<file path="src/rtl/dc_breaker_seq.sv">
module dc_breaker_seq #(
  parameter int IW        = 16,
  parameter int VW        = 16,
  parameter int FAST_MS   = 2,
  parameter int SLOW_MS   = 20,
  parameter int MAX_TRIPS = 2,
  localparam int CW = $clog2(MAX_TRIPS + 1),
  localparam int TW = $clog2(((FAST_MS > SLOW_MS) ? FAST_MS : SLOW_MS) + 1)
) (
  input  logic                 clk,
  input  logic                 rst_n,
  input  logic                 ms_tick,
  input  logic signed [IW-1:0] i_line,
  input  logic signed [VW-1:0] v_cap,
  input  logic [IW-1:0]        trip_lvl,
  input  logic [IW-1:0]        i_tol,
  input  logic [VW-1:0]        v_rated,
  input  logic [VW-1:0]        v_tol,
  output logic                 disc_close,
  output logic                 main_close,
  output logic                 dump_close,
  output logic                 gate_pos_a,
  output logic                 gate_pos_b,
  output logic                 gate_neg_a,
  output logic                 gate_neg_b,
  output logic                 gate_flip,
  output logic [2:0]           mode,
  output logic                 fault_neg,
  output logic [CW-1:0]        trip_count,
  output logic                 lockout
);

  localparam logic [2:0] M_NORM = 3'd0;
  localparam logic [2:0] M_BRK  = 3'd1;
  localparam logic [2:0] M_ISO  = 3'd2;
  localparam logic [2:0] M_DSCH = 3'd3;
  localparam logic [2:0] M_REV  = 3'd4;
  localparam logic [2:0] M_RECL = 3'd5;
  localparam logic [2:0] M_LOCK = 3'd6;

  logic [2:0]    st, nx;
  logic [TW-1:0] tmr, ld;
  logic          ld_en;
  logic          neg_q;
  logic [CW-1:0] cnt;
  logic [IW:0]   i_mag;
  logic [VW+1:0] v_mag;

  assign i_mag = i_line[IW-1] ? ({1'b0, ~i_line} + {{IW{1'b0}}, 1'b1}) : {1'b0, i_line};
  assign v_mag = v_cap[VW-1]  ? ({2'b0, ~v_cap} + {{(VW+1){1'b0}}, 1'b1}) : {2'b0, v_cap};

  wire trip     = i_mag > {1'b0, trip_lvl};
  wire i_zero   = i_mag <= {1'b0, i_tol};
  wire v_over   = v_mag > ({2'b0, v_rated} + {2'b0, v_tol});
  wire v_under  = (v_mag + {2'b0, v_tol}) < {2'b0, v_rated};
  wire v_ready  = !v_cap[VW-1] && !v_over && !v_under;
  wire v_pos    = !v_cap[VW-1] && (v_mag > {2'b0, v_tol});
  wire t_done   = tmr == '0;
  wire at_limit = cnt == CW'(MAX_TRIPS);

  always_comb begin
    nx    = st;
    ld_en = 1'b0;
    ld    = '0;
    case (st)
      M_NORM: if (trip) begin nx = M_BRK; ld_en = 1'b1; ld = TW'(FAST_MS); end
      M_BRK: if (t_done && i_zero) begin
        nx = at_limit ? M_LOCK : M_ISO; ld_en = 1'b1; ld = TW'(SLOW_MS);
      end
      M_ISO: if (t_done) begin
        if (v_ready)     begin nx = M_RECL; ld_en = 1'b1; ld = TW'(SLOW_MS); end
        else if (v_over) begin nx = M_DSCH; ld_en = 1'b1; ld = TW'(FAST_MS); end
        else             nx = M_REV;
      end
      M_DSCH: if (t_done && !v_over) begin
        if (v_ready) begin nx = M_RECL; ld_en = 1'b1; ld = TW'(SLOW_MS); end
        else         nx = M_REV;
      end
      M_REV:  if (v_pos)  begin nx = M_RECL; ld_en = 1'b1; ld = TW'(SLOW_MS); end
      M_RECL: if (t_done) nx = M_NORM;
      default: nx = M_LOCK;
    endcase
  end

  always_ff @(posedge clk or negedge rst_n) begin
    if (!rst_n) begin
      st    <= M_NORM;
      tmr   <= '0;
      neg_q <= 1'b0;
      cnt   <= '0;
    end else begin
      st <= nx;
      if (ld_en)                 tmr <= ld;
      else if (ms_tick && !t_done) tmr <= tmr - TW'(1);
      if (st == M_NORM && trip)  neg_q <= i_line[IW-1];
      if (st == M_BRK && nx == M_ISO) cnt <= cnt + CW'(1);
    end
  end

  assign disc_close = (st == M_NORM) || (st == M_BRK) || (st == M_RECL);
  assign main_close = (st == M_NORM) || (st == M_RECL);
  assign dump_close = st == M_DSCH;
  assign gate_pos_a = (st == M_BRK) && !neg_q;
  assign gate_pos_b = (st == M_BRK) && !neg_q;
  assign gate_neg_a = (st == M_BRK) && neg_q;
  assign gate_neg_b = (st == M_BRK) && neg_q;
  assign gate_flip  = st == M_REV;
  assign mode       = st;
  assign fault_neg  = neg_q;
  assign trip_count = cnt;
  assign lockout    = st == M_LOCK;

  assert_trip_opens_R3: assert property (@(posedge clk) disable iff (!rst_n)
    (st == M_NORM && i_mag > {1'b0, trip_lvl}) |=> (!main_close && (gate_pos_a || gate_neg_a)));

  assert_pair_matches_sign_R4: assert property (@(posedge clk) disable iff (!rst_n)
    $rose(gate_pos_a) |-> !$past(i_line[IW-1]));

  assert_dir_stable_R4: assert property (@(posedge clk) disable iff (!rst_n)
    (st == M_BRK) |=> (st != M_BRK || $stable(fault_neg)));

  assert_break_holds_R5: assert property (@(posedge clk) disable iff (!rst_n)
    (st == M_BRK && i_mag > {1'b0, i_tol}) |=> (st == M_BRK));

  assert_timer_wait_R10: assert property (@(posedge clk) disable iff (!rst_n)
    ((st == M_BRK || st == M_ISO || st == M_DSCH || st == M_RECL) && tmr != '0 && !ms_tick)
      |=> $stable(st));

  assert_lock_sticky_R11: assert property (@(posedge clk) disable iff (!rst_n)
    (st == M_LOCK) |=> (st == M_LOCK && $stable(trip_count)));

  assert_count_bound_R11: assert property (@(posedge clk) disable iff (!rst_n)
    cnt <= CW'(MAX_TRIPS));

endmodule

</file>
<file path="config.mk">
export PLATFORM = sky130hd
export DESIGN_NAME = dc_breaker_seq
export DESIGN_NICKNAME = d
export VERILOG_FILES = /design/src/rtl/dc_breaker_seq.sv
export SDC_FILE = /design/constraint.sdc
export NUM_CORES = 1
export LEC_CHECK = 0
export BUFFER_PORTS_ARGS = -buffer_cell sky130_fd_sc_hd__buf_4
export CORE_MARGIN = 8
export CORE_UTILIZATION = 56
export CTS_CLUSTER_SIZE = 16
export DETAILED_ROUTE_END_ITERATION = 8
export PLACE_DENSITY = 0.91
export SLEW_MARGIN = 20
export SYNTH_ARGS = -nofsm -noshare
export SYNTH_HDL_FRONTEND = slang
export SYNTH_SLANG_ARGS = --single-unit
</file>
<file path="constraint.sdc">
create_clock -name clk -period 2.8 [get_ports clk]
set_input_delay 0.14 -clock clk [delete_from_list [all_inputs] [get_ports clk]]
set_output_delay 0.14 -clock clk [all_outputs]
set_load 0.03 [all_outputs]
</file>
==> summary.txt, run 1 <==
Place
  • RD Place Congestion: 0.966
  • Dpl hpwl: 15900 um
  • Placed cell areas: 6860 um2
  • Count of input and output buffers: 113

Logic synthesis
  • Post-synthesis share of cell area spent on full adders, half adders and majority gates: 0.342
  • Most common cell in the netlist: sky130_fd_sc_hd__ha_1
  • Sequential share of the synthesized area: 0.0596
  • Library cell with the largest summed area after synthesis: sky130_fd_sc_hd__ha_1
  • Post-synth EDFFs: 0
  • Post-synthesis sequential element count: 11
  • Combinational family with the most area after synthesis: adder cells
  • Mapped Area: approximately 4600 um2
  • Share of synthesized cell area in and, or, nand and nor gates: 0.203
  • Number of distinct library cells after synthesis: 64
  • Mux contribution to synthesized area: 0.00460
  • Synth Area in Compound Gates: 0.211
  • Ranking of synthesized cells by instance count: sky130_fd_sc_hd__ha_1, sky130_fd_sc_hd__inv_1, sky130_fd_sc_hd__nand2_1, sky130_fd_sc_hd__a21oi_1, sky130_fd_sc_hd__xnor2_1
  • Mean area per synthesized cell: 7.62 um2
  • Largest cells by area after synthesis: sky130_fd_sc_hd__ha_1, sky130_fd_sc_hd__xnor2_1, sky130_fd_sc_hd__inv_1
  • Dominant synthesized flop cell: sky130_fd_sc_hd__dfrtp_1
  • Post-synthesis share of cell area spent on xor and xnor gates: 0.108
  • Proportion of register bits with asynchronous set or reset after synthesis: 1.00
  • Yosys warning count: 0
  • Synthesized Nets: a little over 800
  • Number of instances in the synthesized netlist: between 600 and 700
  • Fraction of post-synthesis cell area in the top cell type by area: 0.333

STA
  • Worst endpoint type: sequential cell input
  • Last worst endpoint in the global-route repair_timing: tmr[0]$_DFFE_PN0P_/D

Die
  • Floorplan die height: 107 um
  • Horiz. Die Dim: 107 um
  • Initial Util: 0.571
  • Top-Level Pins: ~110
  • Number of placement rows: 33

CTS
  • Max Root-Sink Buffers: 2
  • Number of clock sinks seen by CTS: 11
  • H-tree level count: 1
  • CTS Buf Count: 3
  • Root buffer cell: sky130_fd_sc_hd__clkbuf_8

Status
  • Stop err: [ERROR GRT-0232] Routing congestion too high. Check the congestion heatmap in the GUI.
  • Result of the run: did not finish
  • Last stage the flow got to: 5_1_grt

Global routing
  • Combined global-route utilization of all metal layers: 0.848
  • Total congestion overflow after global routing: 724
  • Maximum number of pins on one net before global-route repair: 18
==> cells by family after synthesis <==
| kind of cell | after synthesis |
|---|---|
| AO/OA/AOI/OAI | 148 |
| XOR/XNOR | 57 |
| adder cells (fa/ha/maj) | 125 |
| buffers and inverters | 86 |
| flip-flops | 11 |
| multiplexers | 2 |
| other | 1 |
| AND/OR/NAND/NOR | 176 |
==> metal layers <==
metal,GRT usage,overflow
met5,0.0134,0
met4,0.965,139
met3,0.620,3
met2,1.15,575
met1,0.763,7
==> metrics by stage <==
stage          hold slack (ns)  cells   util  worst slack, ns
2_1_floorplan           -0.156    606      -           -0.846
3_3_place_gp           -0.0241    967  0.847            -1.17
3_5_place_dp           -0.0159    967  0.847            -1.40
4_1_cts                  0.272    997  0.922            -1.09
==> what timing repair did <==
action                                  4_1_cts
buffers inserted                             25
cloned                                        0
gates resized for setup                      64
endpoints found under the setup margin       11
pin swaps                                    50
endpoints found under the hold margin        11
hold buffers                                  1
==> inputs of run 2 (changes only) <==
CORE_UTILIZATION = 40   (was 56)
CTS_CLUSTER_SIZE = unset   (was 16)
PLACE_DENSITY = unset   (was 0.91)
PLACE_DENSITY_LB_ADDON = 0.15   (was unset)
==> run 2 against run 1 <==
  * The flow now finishes, with violations (negative setup slack)
  * Synthesized cell count unchanged
  * Synthesized area unchanged
==> summary.txt, run 2 <==
Global routing
  • Via count of the first global-routing pass: 5480
  • Wire length of the first global-routing pass: about 25000 um
  • Total congestion overflow after global routing: 0
  • Combined global-route utilization of all metal layers: 0.203
  • Number of antenna violations at the first check in global routing: 0
  • Maximum number of pins on one net before global-route repair: 14

Logic synthesis
  • Ranking of synthesized cells by instance count: sky130_fd_sc_hd__ha_1, sky130_fd_sc_hd__inv_1, sky130_fd_sc_hd__nand2_1, sky130_fd_sc_hd__a21oi_1, sky130_fd_sc_hd__xnor2_1
  • Share of synthesized cell area in and, or, nand and nor gates: 0.203
  • Post-synthesis share of cell area spent on full adders, half adders and majority gates: 0.342
  • Synth Area in Compound Gates: 0.211
  • Post-synth EDFFs: 0
  • Post-synthesis share of cell area spent on xor and xnor gates: 0.108
  • Dominant synthesized flop cell: sky130_fd_sc_hd__dfrtp_1
  • Number of instances in the synthesized netlist: 606
  • Mean area per synthesized cell: 7.62 um2
  • Combinational family with the most area after synthesis: adder cells
  • Mapped Area: 4620 um2
  • Fraction of post-synthesis cell area in the top cell type by area: 0.333
  • Library cell with the largest summed area after synthesis: sky130_fd_sc_hd__ha_1
  • Proportion of register bits with asynchronous set or reset after synthesis: 1.00
  • Most common cell in the netlist: sky130_fd_sc_hd__ha_1
  • Synthesized Nets: 830
  • Largest cells by area after synthesis: sky130_fd_sc_hd__ha_1, sky130_fd_sc_hd__xnor2_1, sky130_fd_sc_hd__inv_1
  • Mux contribution to synthesized area: 0.00460
  • Yosys warning count: 0
  • Number of distinct library cells after synthesis: 64
  • Post-synthesis sequential element count: 11
  • Sequential share of the synthesized area: 0.0596

Flow run
  • Max-cap violation count: 0

Place
  • Count of input and output buffers: roughly 110
  • Placed cell areas: around 7000 um2
  • RD Place Congestion: roughly 0.9
  • Dpl hpwl: 13500 um

Worst setup path
  • Data required time at the worst endpoint: 2.94 ns
  • Critical path endpoint category: register
  • Worst Setup Start Kind: primary input
  • Worst Path Class, Setup: primary input to register
  • Arrival time at the worst endpoint: 4.00 ns
  • Critical-path maximum fanout: 3

Cells and area
  • Final Cell Area: 7520 um2
  • Count of fill cells added during filler insertion: 966
  • Flip-flop count of the largest register after layout: 5
  • Layout cells sized above 1: 0.423
  • Highest-count cells in the layout ignoring fill and taps: sky130_fd_sc_hd__buf_4, sky130_fd_sc_hd__ha_1, sky130_fd_sc_hd__inv_1
  • Antenna fix cells: 0
  • Final-stage net count: roughly 1100
  • Area growth from synthesis to layout: 62.7%
  • Most flops, register: tmr
  • Leading cell type in the layout, fill and taps excluded: sky130_fd_sc_hd__buf_4

Route
  • Number of routed nets with antenna violations: 0
  • Detail-routed net length per standard cell: 15.3 um
  • Routed via count divided by cell count: 5.13
  • DRC: 0
  • Total via count in the routed design: 5249
  • Routed wire length: 15700 um
  • Number of optimization iterations in the first detailed-route pass: 5
  • Drt first-iter violations: 208

STA
  • Max-slew violation count: 0
  • Final setup violation count: 11
  • Clock skew: 0.00102 ns
  • Highest clock rate: 259 MHz
  • Slew Limit Headroom: 0.602
  • RSZ-0062 raised after global routing: yes
  • Slew of the pin with the lowest slew margin: around 0.6 ns
  • Final critical delay including setup and external delays: roughly 3.9 ns
  • Final sum of negative setup slack: -7.79 ns
  • Final Cycle Share: 1.38
  • Worst path setup slack after routing: -1.06 ns
  • Number of endpoints with negative hold slack in the final report: 0

Power
  • Comb power frac: 0.805
  • Worst voltage drop across the vdd grid: 675 uV
  • Final Total Pwr: a little over 3 mW
  • Internal Dissipation: 1.61 mW
  • Switching portion of total power: 0.471
  • Sequential cell fraction of total power: 0.110
  • Static leakage: 3.93 nW
  • NetSw: 1.43 mW
  • Total power per unit cell area: 404 nW/um2
  • Fraction of power consumed by the clock network: 0.085

Die
  • Top-Level Pins: 114
  • Floorplan die height: 123 um
  • Horiz. Die Dim: 123 um
  • Die outline area: around 15000 um2
  • Area of the core: 11400 um2
  • Initial Util: 0.406
  • Number of placement rows: 39

CTS
  • Clk Latency, worst-skew pair: approximately 0.24 ns
  • CTS Buf Count: 3
  • Clock tree from TritonCTS: done
  • H-tree level count: 1
  • Clock slew at reported path FFs: 0.04 ns
  • Root buffer cell: sky130_fd_sc_hd__clkbuf_16
  • Max Root-Sink Buffers: 2
  • Number of clock sinks seen by CTS: 11

Status
  • Violations in the final reports: negative setup slack
  • Result of the run: finished, violations left

Min path
  • Worst hold path type: primary input to register
==> run 2: cell counts after synthesis <==
Identical to the previous run, type by type.
==> run 2: cell type report <==
class	count	area, um2	area share
clock buffer	4	78.8	0.0105
timing repair buffer	276	2120	0.282
multi-input combinational	509	4550	0.605
inverter	80	319	0.0424
tap	143	179	0.0238
sequential	11	275	0.0366
==> run 2: cell families (layout without fill, tap and decap cells) <==
family                     Yosys count  in the layout
and+or+nand+nor                    176            176
muxes                                2              2
DFF                                 11             11
buffers and inverters               86            360
AOI/OAI and AO/OA                  148            148
xor gates and xnor gates            57             57
adders and majority gates          125            125
other                                1              1
==> run 2: path summary, 6_finish.rpt <==
path,from,end,slack (ns),depth (start not counted)
max in group asynchronous,rst_n,tmr[3],2.38,2
max,v_cap[0],tmr[3],-1.06,21
max reg2reg,tmr[0],tmr[1],0.63,9
min,ms_tick,tmr[4],0.26,4
min reg2reg,trip_count[1],trip_count[1],0.56,2
min in group asynchronous,rst_n,trip_count[0],0.27,2
==> run 2: critical path, stage by stage <==
cell and delay, ns:
sky130_fd_sc_hd__buf_4 0.11, sky130_fd_sc_hd__inv_1 0.11, sky130_fd_sc_hd__ha_2 0.22, sky130_fd_sc_hd__nand3b_1 0.12
sky130_fd_sc_hd__or2_4 0.28, sky130_fd_sc_hd__o21ai_4 0.19, sky130_fd_sc_hd__xnor2_2 0.16, sky130_fd_sc_hd__ha_1 0.29
sky130_fd_sc_hd__nor2_2 0.15, sky130_fd_sc_hd__o2111ai_2 0.17, sky130_fd_sc_hd__and3b_1 0.25, sky130_fd_sc_hd__xnor2_2 0.15
sky130_fd_sc_hd__ha_1 0.29, sky130_fd_sc_hd__a21o_1 0.17, sky130_fd_sc_hd__a21o_1 0.17, sky130_fd_sc_hd__a21oi_1 0.12
sky130_fd_sc_hd__o221ai_1 0.12, sky130_fd_sc_hd__a21oi_1 0.16, sky130_fd_sc_hd__o41a_1 0.28, sky130_fd_sc_hd__o21ai_2 0.10
sky130_fd_sc_hd__nor4_2 0.27
==> run 2: per-layer routing <==
metal	GRT usage	vias up	part of all wire	wire length, um
met4	0.0376	0	0.013	199
li1	-	2686	-	-
met2	0.362	90	0.49	7750
met5	0	-	0	0
met3	0.0178	14	0.043	675
met1	0.263	2459	0.45	7080
==> run 2: power groups by stage <==
stage                     Sequential [mW]  Clock, mW  Combinational (mW)
after global placement              0.326          0                2.20
after global routing                0.352      0.270                2.68
after floorplan                     0.374          0                1.30
final                               0.334      0.260                2.44
after detailed placement            0.335          0                2.25
after CTS                           0.332      0.260                2.39
==> run 2: what timing repair did <==
item / in CTS / in global routing
pin swaps: 42 / 16
endpoints found under the hold margin: 11 / 0
gates resized for setup: 61 / 19
setup endpoints to repair: 11 / 11
hold buffers: 1 / 0
cloned: 0 / 0
setup buffers: 14 / 3
==> run 2: through the flow <==
| step | hold WS (ns) | utilization | instances | setup slack [ns] |
|---|---|---|---|---|
| 4_1_cts | 0.255 | 0.650 | 1020 | -1.01 |
| 2_1_floorplan | -0.156 | - | 606 | -0.846 |
| 3_5_place_dp | -0.0192 | 0.605 | 1001 | -1.43 |
| 3_3_place_gp | -0.0224 | 0.605 | 1001 | -1.36 |
| 6_report | 0.262 | 0.661 | 1023 | -1.06 |
| 5_1_grt | 0.281 | 0.661 | 1023 | -1.30 |
Note: power is estimated with default switching activity, not from simulation.
